### config.mk
export PLATFORM = sky130hd
export DESIGN_NAME = bin_ref_correlator
export DESIGN_NICKNAME = d
export VERILOG_FILES = /design/src/rtl/bin_ref_correlator.sv
export SDC_FILE = /design/constraint.sdc
export NUM_CORES = 1
export LEC_CHECK = 0
export BUFFER_PORTS_ARGS = -buffer_cell sky130_fd_sc_hd__buf_2
export CELL_PAD_IN_SITES_DETAIL_PLACEMENT = 1
export CELL_PAD_IN_SITES_GLOBAL_PLACEMENT = 1
export CORE_MARGIN = 3
export CORE_UTILIZATION = 56
export CTS_BUF_LIST = sky130_fd_sc_hd__clkbuf_2 sky130_fd_sc_hd__clkbuf_4 sky130_fd_sc_hd__clkbuf_8
export CTS_CLUSTER_SIZE = 24
export DETAILED_ROUTE_END_ITERATION = 10
export GPL_ROUTABILITY_DRIVEN = 0
export PLACE_DENSITY_LB_ADDON = 0.08
export SLEW_MARGIN = 0
export SYNTH_ARGS = -nofsm -noshare
export SYNTH_HDL_FRONTEND = slang
export SYNTH_SLANG_ARGS = --single-unit
### constraint.sdc
create_clock -name clk -period 12.97 [get_ports clk]
set_input_delay 1.9455 -clock clk [delete_from_list [all_inputs] [get_ports clk]]
set_output_delay 1.9455 -clock clk [all_outputs]
set_load 0.005 [all_outputs]
### src/rtl/bin_ref_correlator.sv
module bin_ref_correlator #(
  parameter int TAPS = 8,
  parameter int SW = 8,
  localparam int ACC_W = SW + $clog2(TAPS) + 1
) (
  input  logic                    clk,
  input  logic                    rst_n,
  input  logic                    in_valid,
  input  logic [SW-1:0]           in_sample,
  input  logic                    in_ref,
  output logic                    corr_valid,
  output logic signed [ACC_W-1:0] corr_out
);
  localparam int FILL_W = $clog2(TAPS + 1);

  logic [TAPS*SW-1:0]      smp_sr;
  logic [TAPS-1:0]         ref_sr;
  logic [FILL_W-1:0]       fill;
  logic                    fired;
  logic signed [ACC_W-1:0] prod [TAPS];
  logic signed [ACC_W-1:0] total;
  logic                    full;

  assign full = (fill == FILL_W'(TAPS));

  always_ff @(posedge clk or negedge rst_n) begin
    if (!rst_n) begin
      smp_sr <= '0;
      ref_sr <= '0;
      fill   <= '0;
    end else if (in_valid) begin
      smp_sr <= {smp_sr[(TAPS-1)*SW-1:0], in_sample};
      ref_sr <= {ref_sr[TAPS-2:0], in_ref};
      if (!full) fill <= fill + 1'b1;
    end
  end

  for (genvar k = 0; k < TAPS; k++) begin : g_tap
    logic [SW-1:0]           raw;
    logic signed [SW-1:0]    ctr;
    logic signed [ACC_W-1:0] ext;
    assign raw     = smp_sr[k*SW +: SW];
    assign ctr     = {~raw[SW-1], raw[SW-2:0]};
    assign ext     = ACC_W'(ctr);
    assign prod[k] = ref_sr[k] ? ext : -ext;
  end

  always_comb begin
    total = '0;
    for (int k = 0; k < TAPS; k++) total = total + prod[k];
  end

  always_ff @(posedge clk or negedge rst_n) begin
    if (!rst_n) begin
      fired      <= 1'b0;
      corr_valid <= 1'b0;
      corr_out   <= '0;
    end else begin
      fired      <= in_valid;
      corr_valid <= fired && full;
      if (fired) corr_out <= total;
    end
  end
endmodule


==> insert_results.sql, run 1 <==
INSERT INTO impl_metrics (metric_group, metric, value, unit) VALUES
('outcome', 'status', 'finished clean', ''),
('placed_design', 'detailedPlacementHpwl', '12890', 'um'),
('drt', 'wl_met3', '503', 'um'),
('drt', 'detailedRoute.firstPassIterationCount', '4', ''),
('synth', 'synth_area_per_cell', '10.58', 'um2'),
('worst_setup_path', 'path_max_fanout', '5', ''),
('layout', 'n_antenna_cell', '0', ''),
('global_route', 'grt_usage', '0.2727', ''),
('sta', 'setup-violations-final', '0', ''),
('synth', 'synth_async_sr_flop_share', '1.000', ''),
('global_route', 'first_global_vias', '5134', ''),
('min_path', 'worstHoldPathType', 'reg -> reg', ''),
('synth', 'synth_seq_cells', '90', ''),
('layout', 'fin_area', '0.007258', 'mm2'),
('cts', 'cts_max_level', '3', ''),
('global_route', 'grt_pass1_wl', '27720', 'um'),
('die', 'initial_core_util', '0.5831', ''),
('sta', 'measured_slew_at_the_worst_slew_check_pin', '1.099', 'ns'),
('sta', 'shortest_clock_period_the_worst_path_allows_after_layout', '5.355', 'ns'),
('drt', 'final_antenna_net_count', '0', ''),
('die', 'core-area', '0.01166', 'mm2'),
('global_route', 'grt_antenna_before_repair', '0', ''),
('placed_design', 'placedCellCount', '791', ''),
('placed_design', 'placed_area', '0.007025', 'mm2'),
('cts', 'clock_sink_count', '90', ''),
('layout', 'layout-drive-gt1-share', '0.1777', ''),
('placed_design', 'numPortBuffers', '24', ''),
('cts', 'post_cts.resized_instances', '0', ''),
('layout', 'syn_to_final_growth', '6.734', '%'),
('worst_setup_path', 'cp.required', '13.21', 'ns'),
('cts', 'clock_buffers_created_by_tritoncts', '9', ''),
('sta', 'finClkSkew', '0.01173', 'ns'),
('synth', 'synthesis.area', '0.006800', 'mm2'),
('global_route', 'grt_start_max_net_pins', '99', ''),
('worst_setup_path', 'worstSetupStartpointType', 'register', ''),
('layout', 'design.final.nets', '756', ''),
('cts', 'post_cts_setup_repair_bufs', '0', ''),
('synth', 'synth.yosys.warnings', '0', ''),
('flow_run', 'cap_viol_max_count', '0', ''),
('die', 'io_pins', '25', ''),
('cts', 'cts_tree', 'built', ''),
('worst_setup_path', 'path_class', 'reg -> reg', ''),
('die', 'fp.dieH', '116.2', 'um'),
('synth', 'synth-seq-area-share', '0.3312', ''),
('sta', 'post-route-period-util', '0.4128', ''),
('worst_setup_path', 'crit_path_max_incr_delay', '0.62', 'ns'),
('drt', 'dr_total_vias', '4527', ''),
('sta', 'grt_setup_unrepaired', 'false', ''),
('worst_setup_path', 'critical-path-slowest-cell', 'fa_1', ''),
('worst_setup_path', 'cp.arrival', '5.60', 'ns'),
('drt', 'routed-wl-met2', '8498', 'um'),
('drt', 'drt_wl_total', '16650', 'um'),
('global_route', 'overflow', '0', ''),
('cts', 'cts_hold_buffers', '0', ''),
('layout', 'layout_common_cells', 'inv_1, dfrtp_1, fa_1, mux2_2, nor2_1', ''),
('die', 'die_area', '0.01350', 'mm2'),
('worst_setup_path', 'cp-end-kind', 'register', ''),
('worst_setup_path', 'rrSetupSlack', '7.62', 'ns'),
('drt', 'avgRoutedWirePerCell', '20.63', 'um'),
('cts', 'clock_tree.buffer_depth', '2', ''),
('sta', 'setup_tns', '0', 'ns'),
('drt', 'met1_length', '7429', 'um'),
('synth', 'synth.net_count', '740', ''),
('synth', 'ys.flop_type', 'dfrtp_1', ''),
('synth', 'synth.distinct_cells', '46', ''),
('sta', 'slew_headroom', '0.2671', ''),
('synth', 'syn_inst', '643', ''),
('sta', 'fmaxAchievable', '186.8', 'MHz'),
('synth', 'count_of_flip_flops_with_a_built_in_enable_after_synthesis', '0', ''),
('die', 'fp.dieW', '116.2', 'um'),
('cts', 'insertion_delay', '0.38', 'ns'),
('drt', 'drt-vias-per-instance', '5.610', ''),
('drt', 'top_signal_layer_used', 'met4', ''),
('layout', 'layout.cells.non_filler', '807', ''),
('drt', 'drc_violations', '0', ''),
('sta', 'hold_viol_final', '0', ''),
('drt', 'initialDrtViolationCount', '262', ''),
('die', 'core.rowCount', '39', ''),
('cts', 'cts.clk_slew.worst_paths', '0.08', 'ns'),
('cts', 'clockRootBuffer', 'clkbuf_8', ''),
('worst_setup_path', 'series_of_cell_instances_along_the_critical_path', 'nor3_1 -> nor2_1 -> xor2_1 -> fa_1 -> fa_1 -> fa_1 -> inv_1 -> fa_1 -> inv_1 -> ha_1 -> a21o_1 -> a21oi_1 -> o21ai_1 -> a21oi_1 -> a21oi_1 -> a31oi_4 -> xnor2_1 -> a21oi_1', ''),
('sta', 'report.final.slew_viol_count', '0', '');
worst paths after layout:
| check | startpoint | to | depth (start not counted) |
|---|---|---|---|
| max | smp_sr[34]$_DFFE_PN0P_ | corr_out[11]$_DFFE_PN0P_ | 18 |
| min | corr_out[8]$_DFFE_PN0P_ | corr_out[8]$_DFFE_PN0P_ | 1 |
| max reg2reg | smp_sr[34]$_DFFE_PN0P_ | corr_out[11]$_DFFE_PN0P_ | 18 |
| min reg2reg | corr_out[8]$_DFFE_PN0P_ | corr_out[8]$_DFFE_PN0P_ | 1 |
| max in group asynchronous | rst_n | smp_sr[15]$_DFFE_PN0P_ | 2 |
| min in group asynchronous | rst_n | smp_sr[52]$_DFFE_PN0P_ | 1 |
state kept, by name (all words and copies together) (netlist names):
name        count
corr_out       12
smp_sr         64
corr_valid      1
fired           1
fill            4
ref_sr          8
worst max-delay path, delay by kind of cell, from the launching register on:
kind | cells | cell delay (ns)
adders and majority gates | 5 | 2.54
AOI/OAI and AO/OA | 7 | 1.27
and+or+nand+nor | 2 | 0.52
DFF | 1 | 0.45
xor gates and xnor gates | 2 | 0.33
buffers and inverters | 2 | 0.12
cell families (layout without fill, tap and decap cells):
logic type                 count (synthesis)  after routing  synth area share
and+or+nand+nor                          143            143            0.1040
buffers and inverters                    114            135           0.06458
AOI/OAI and AO/OA                         80             80           0.07489
adders and majority gates                 85             85            0.2259
muxes                                     66             66            0.1084
xor gates and xnor gates                  65             65           0.09108
DFF                                       90             90            0.3312
routing by layer:
layer / up-vias / track usage
met5: - / 0
met2: 59 / 0.4576
li1: 2096 / -
met4: 0 / 0.06651
met3: 16 / 0.04301
met1: 2356 / 0.3752
cells in the mapped netlist, types with 7 or more instances:
cell type | number | area (um2)
a21oi_1 | 20 | 100.1
clkbuf_1 | 18 | 67.56
dfrtp_1 | 90 | 2252
fa_1 | 63 | 1261
ha_1 | 22 | 275.3
inv_1 | 90 | 337.8
mux2_2 | 61 | 686.9
nand2_1 | 35 | 131.4
nand2b_1 | 7 | 43.79
nor2_1 | 54 | 202.7
nor2b_1 | 8 | 50.05
nor3_1 | 20 | 100.1
o21a_1 | 7 | 52.55
o21ai_0 | 24 | 120.1
xnor2_1 | 32 | 280.3
xor2_1 | 29 | 254.0
through the flow:
stage	utilization	setup slack, ns	hold slack [ns]
global route	0.6224	7.238	0.5079
CTS	0.6224	7.633	0.4883
global placement	0.6024	7.874	0.4611
detailed placement	0.6024	7.686	0.4682
floorplan	-	8.240	0.4454
finish	0.6224	7.615	0.4861
layout make-up:
cell class | instances | area, um2
Fill cell | 1266 | 4404
Multi-Input combinational cell | 439 | 4109
Sequential cell | 90 | 2252
Inverter | 94 | 352.8
Tap cell | 143 | 178.9
Clock buffer | 12 | 158.9
Timing Repair Buffer | 25 | 132.6
Clock inverter | 4 | 73.82
Power of run 1 is not shown: default switching activity piles up to over one toggle a cycle in this logic, so the estimate is an artifact.
==> inputs of run 2 (changes only) <==
--- a/config.mk
+++ b/config.mk
@@ -9,7 +9,7 @@
 export CELL_PAD_IN_SITES_DETAIL_PLACEMENT = 1
 export CELL_PAD_IN_SITES_GLOBAL_PLACEMENT = 1
 export CORE_MARGIN = 3
-export CORE_UTILIZATION = 56
+export CORE_UTILIZATION = 52
 export CTS_BUF_LIST = sky130_fd_sc_hd__clkbuf_2 sky130_fd_sc_hd__clkbuf_4 sky130_fd_sc_hd__clkbuf_8
 export CTS_CLUSTER_SIZE = 24
 export DETAILED_ROUTE_END_ITERATION = 10
==> constraint.sdc (replaced) <==
create_clock -name clk -period 5.6 [get_ports clk]
set_input_delay 0.84 -clock clk [delete_from_list [all_inputs] [get_ports clk]]
set_output_delay 0.84 -clock clk [all_outputs]
set_load 0.005 [all_outputs]
==> run 2 against run 1 <==
  * Hold slack worse by 0.079 ns
  * Cell count up 3.6%
  * Die area up 7.3%
  * Routed wire length about the same
  * Setup slack worse by 7.3 ns
  * Clock skew about the same
  * Core utilization down 4.7 points
  * Critical path depth up 3
  * Sequential share of layout area down 0.25 points
==> insert_results.sql, run 2 (same netlist as run 1, synthesis figures left out) <==
INSERT INTO impl_metrics (metric_group, metric, value, unit) VALUES
('outcome', 'status', 'finished clean', ''),
('sta', 'report.final.slew_viol_count', '0', ''),
('layout', 'design.final.nets', '756', ''),
('worst_setup_path', 'cp.arrival', '5.52', 'ns'),
('worst_setup_path', 'critical-path-slowest-cell', 'fa_1', ''),
('worst_setup_path', 'cp-end-kind', 'register', ''),
('global_route', 'grt-busiest-layer', 'met2', ''),
('drt', 'avgRoutedWirePerCell', '19.94', 'um'),
('global_route', 'overflow', '0', ''),
('worst_setup_path', 'reg2reg_to', 'corr_out[10]$_DFFE_PN0P_', ''),
('drt', 'dr_total_vias', '4487', ''),
('sta', 'measured_slew_at_the_worst_slew_check_pin', '1.097', 'ns'),
('global_route', 'first_global_vias', '5044', ''),
('cts', 'cts_tree', 'built', ''),
('layout', 'syn_to_final_growth', '7.672', '%'),
('worst_setup_path', 'rrSetupSlack', '0.36', 'ns'),
('drt', 'detailedRoute.firstPassIterationCount', '5', ''),
('worst_setup_path', 'crit_path_max_incr_delay', '0.55', 'ns'),
('layout', 'layout_common_cells', 'inv_1, dfrtp_1, fa_1, mux2_2, nor2_1', ''),
('sta', 'fin_worst_hold_slack', '0.4075', 'ns'),
('drt', 'initialDrtViolationCount', '314', ''),
('placed_design', 'detailedPlacementHpwl', '13070', 'um'),
('cts', 'post_cts.resized_instances', '0', ''),
('sta', 'shortest_clock_period_the_worst_path_allows_after_layout', '5.242', 'ns'),
('layout', 'largest_register', 'smp_sr', ''),
('layout', 'most_frequent_standard_cell_in_the_layout_excluding_fill_and_tap_cells', 'inv_1', ''),
('global_route', 'grt_usage', '0.2504', ''),
('cts', 'cts.clk_slew.worst_paths', '0.10', 'ns'),
('flow_run', 'cap_viol_max_count', '0', ''),
('die', 'fp.dieH', '120.4', 'um'),
('sta', 'finClkSkew', '0.01149', 'ns'),
('worst_setup_path', 'rr_startpoint', 'smp_sr[56]$_DFFE_PN0P_', ''),
('drt', 'drc_violations', '0', ''),
('cts', 'clockRootBuffer', 'clkbuf_8', ''),
('drt', 'final_antenna_net_count', '0', ''),
('global_route', 'grt_pass1_wl', '27470', 'um'),
('layout', 'fin_area', '0.007322', 'mm2'),
('global_route', 'grtUsageMet1', '0.3474', ''),
('cts', 'post_cts_setup_repair_bufs', '0', ''),
('global_route', 'grt_start_max_net_pins', '99', ''),
('cts', 'clock_sink_count', '90', ''),
('cts', 'insertion_delay', '0.38', 'ns'),
('die', 'die_area', '0.01449', 'mm2'),
('cts', 'clock_buffers_created_by_tritoncts', '9', ''),
('global_route', 'grt_util_met3', '0.04303', ''),
('die', 'fp.dieW', '120.4', 'um'),
('cts', 'cts_max_level', '3', ''),
('sta', 'setup_tns', '0', 'ns'),
('die', 'initial_core_util', '0.5345', ''),
('drt', 'drt-vias-per-instance', '5.367', ''),
('worst_setup_path', 'worstSetupStartpointType', 'register', ''),
('sta', 'post-route-worst-setup-slack', '0.3577', 'ns'),
('layout', 'number_of_flip_flops_in_the_largest_register', '64', ''),
('global_route', 'grt_antenna_before_repair', '0', ''),
('sta', 'slew_headroom', '0.2685', ''),
('sta', 'fmaxAchievable', '190.8', 'MHz'),
('sta', 'hold_viol_final', '0', ''),
('drt', 'drt_wl_total', '16670', 'um'),
('placed_design', 'placed_area', '0.007062', 'mm2'),
('layout', 'n_antenna_cell', '0', ''),
('layout', 'layout-drive-gt1-share', '0.1837', ''),
('sta', 'setup-violations-final', '0', ''),
('worst_setup_path', 'path_class', 'reg -> reg', ''),
('cts', 'clock_tree.buffer_depth', '2', ''),
('layout', 'layout_top_registers', 'smp_sr: 64 flops, corr_out: 12 flops, ref_sr: 8 flops', ''),
('worst_setup_path', 'critical_path.most_common_cell', 'fa_1', ''),
('die', 'core-area', '0.01272', 'mm2'),
('placed_design', 'post-place-ws', '0.3006', 'ns'),
('worst_setup_path', 'timing.critical_path.from', 'smp_sr[56]$_DFFE_PN0P_', ''),
('worst_setup_path', 'series_of_cell_instances_along_the_critical_path', 'inv_1 -> ha_1 -> nand2b_1 -> nor2_1 -> nor2_1 -> xor2_1 -> fa_1 -> fa_1 -> fa_1 -> inv_1 -> fa_1 -> inv_1 -> ha_1 -> nor2b_1 -> o21ai_1 -> a21boi_1 -> o21ai_1 -> a21boi_2 -> o21a_1 -> o21a_1 -> o31ai_1', ''),
('global_route', 'groute.layer.met2.usage', '0.4131', ''),
('min_path', 'worstHoldPathType', 'in -> async', ''),
('worst_setup_path', 'timing.reg2reg.worst_path_depth', '21', ''),
('worst_setup_path', 'cp.required', '5.88', 'ns'),
('sta', 'post-route-period-util', '0.9361', ''),
('placed_design', 'numPortBuffers', '24', ''),
('worst_setup_path', 'path_max_fanout', '3', ''),
('worst_setup_path', 'critPathCapture', 'corr_out[10]$_DFFE_PN0P_', ''),
('cts', 'cts_hold_buffers', '0', ''),
('die', 'core.rowCount', '41', ''),
('die', 'io_pins', '25', ''),
('sta', 'grt_setup_unrepaired', 'false', '');
run 2: cell types whose count changed in the layout (fill, tap and decap cells not counted):
| cell | previous run | this run |
|---|---|---|
| nor2_2 | 1 | 2 |
| clkbuf_8 | 11 | 9 |
| dfrtp_2 | 0 | 1 |
| inv_8 | 0 | 1 |
| dfrtp_1 | 90 | 89 |
| a21boi_1 | 3 | 2 |
| a21boi_2 | 0 | 1 |
| nor3_1 | 20 | 19 |
| nor3_2 | 1 | 2 |
| clkbuf_4 | 1 | 0 |
| inv_6 | 0 | 1 |
| nor2_1 | 54 | 53 |
| bufinv_16 | 2 | 3 |
run 2: critical path: cells and delay by family (launching register included):
kind                       cells  cell delay, ns
buffers and inverters          3            0.16
AOI/OAI and AO/OA              7            1.23
and+or+nand+nor                4            0.48
xor gates and xnor gates       1            0.26
adders and majority gates      6            2.62
DFF                            1            0.39
run 2: stage by stage:
stage / util / cells
floorplan: - / 643
global placement: 0.5551 / 820
detailed placement: 0.5551 / 820
CTS: 0.5745 / 836
global route: 0.5755 / 836
finish: 0.5755 / 836
run 2: worst min-delay path by stage:
| stage | startpoint | endpoint | slack (ns) | cells after the start |
|---|---|---|---|---|
| after floorplan | fill[3]$_DFFE_PN0P_ | fill[3]$_DFFE_PN0P_ | 0.45 | 1 |
| after global placement | fill[3]$_DFFE_PN0P_ | fill[3]$_DFFE_PN0P_ | 0.46 | 1 |
| after detailed placement | corr_out[6]$_DFFE_PN0P_ | corr_out[6]$_DFFE_PN0P_ | 0.49 | 1 |
| after CTS | rst_n | ref_sr[7]$_DFFE_PN0P_ | 0.41 | 1 |
| after global routing | rst_n | ref_sr[7]$_DFFE_PN0P_ | 0.43 | 1 |
| final | rst_n | ref_sr[7]$_DFFE_PN0P_ | 0.41 | 1 |
run 2: layout make-up:
| class | count | area, um2 |
|---|---|---|
| Fill cell | 1434 | 5400 |
| Multi-Input combinational cell | 439 | 4120 |
| Sequential cell | 90 | 2253 |
| Inverter | 94 | 352.8 |
| Tap cell | 172 | 215.2 |
| Timing Repair Buffer | 25 | 132.6 |
| Clock buffer | 9 | 123.9 |
| Clock inverter | 7 | 123.9 |
run 2: routing by layer:
metal / up-vias / wire length, um
met2: 58 / 8258
met3: 16 / 660
li1: 2097 / -
met4: 0 / 218
met1: 2316 / 7529
met5: - / 0
Power of run 2 is left out for the same reason.
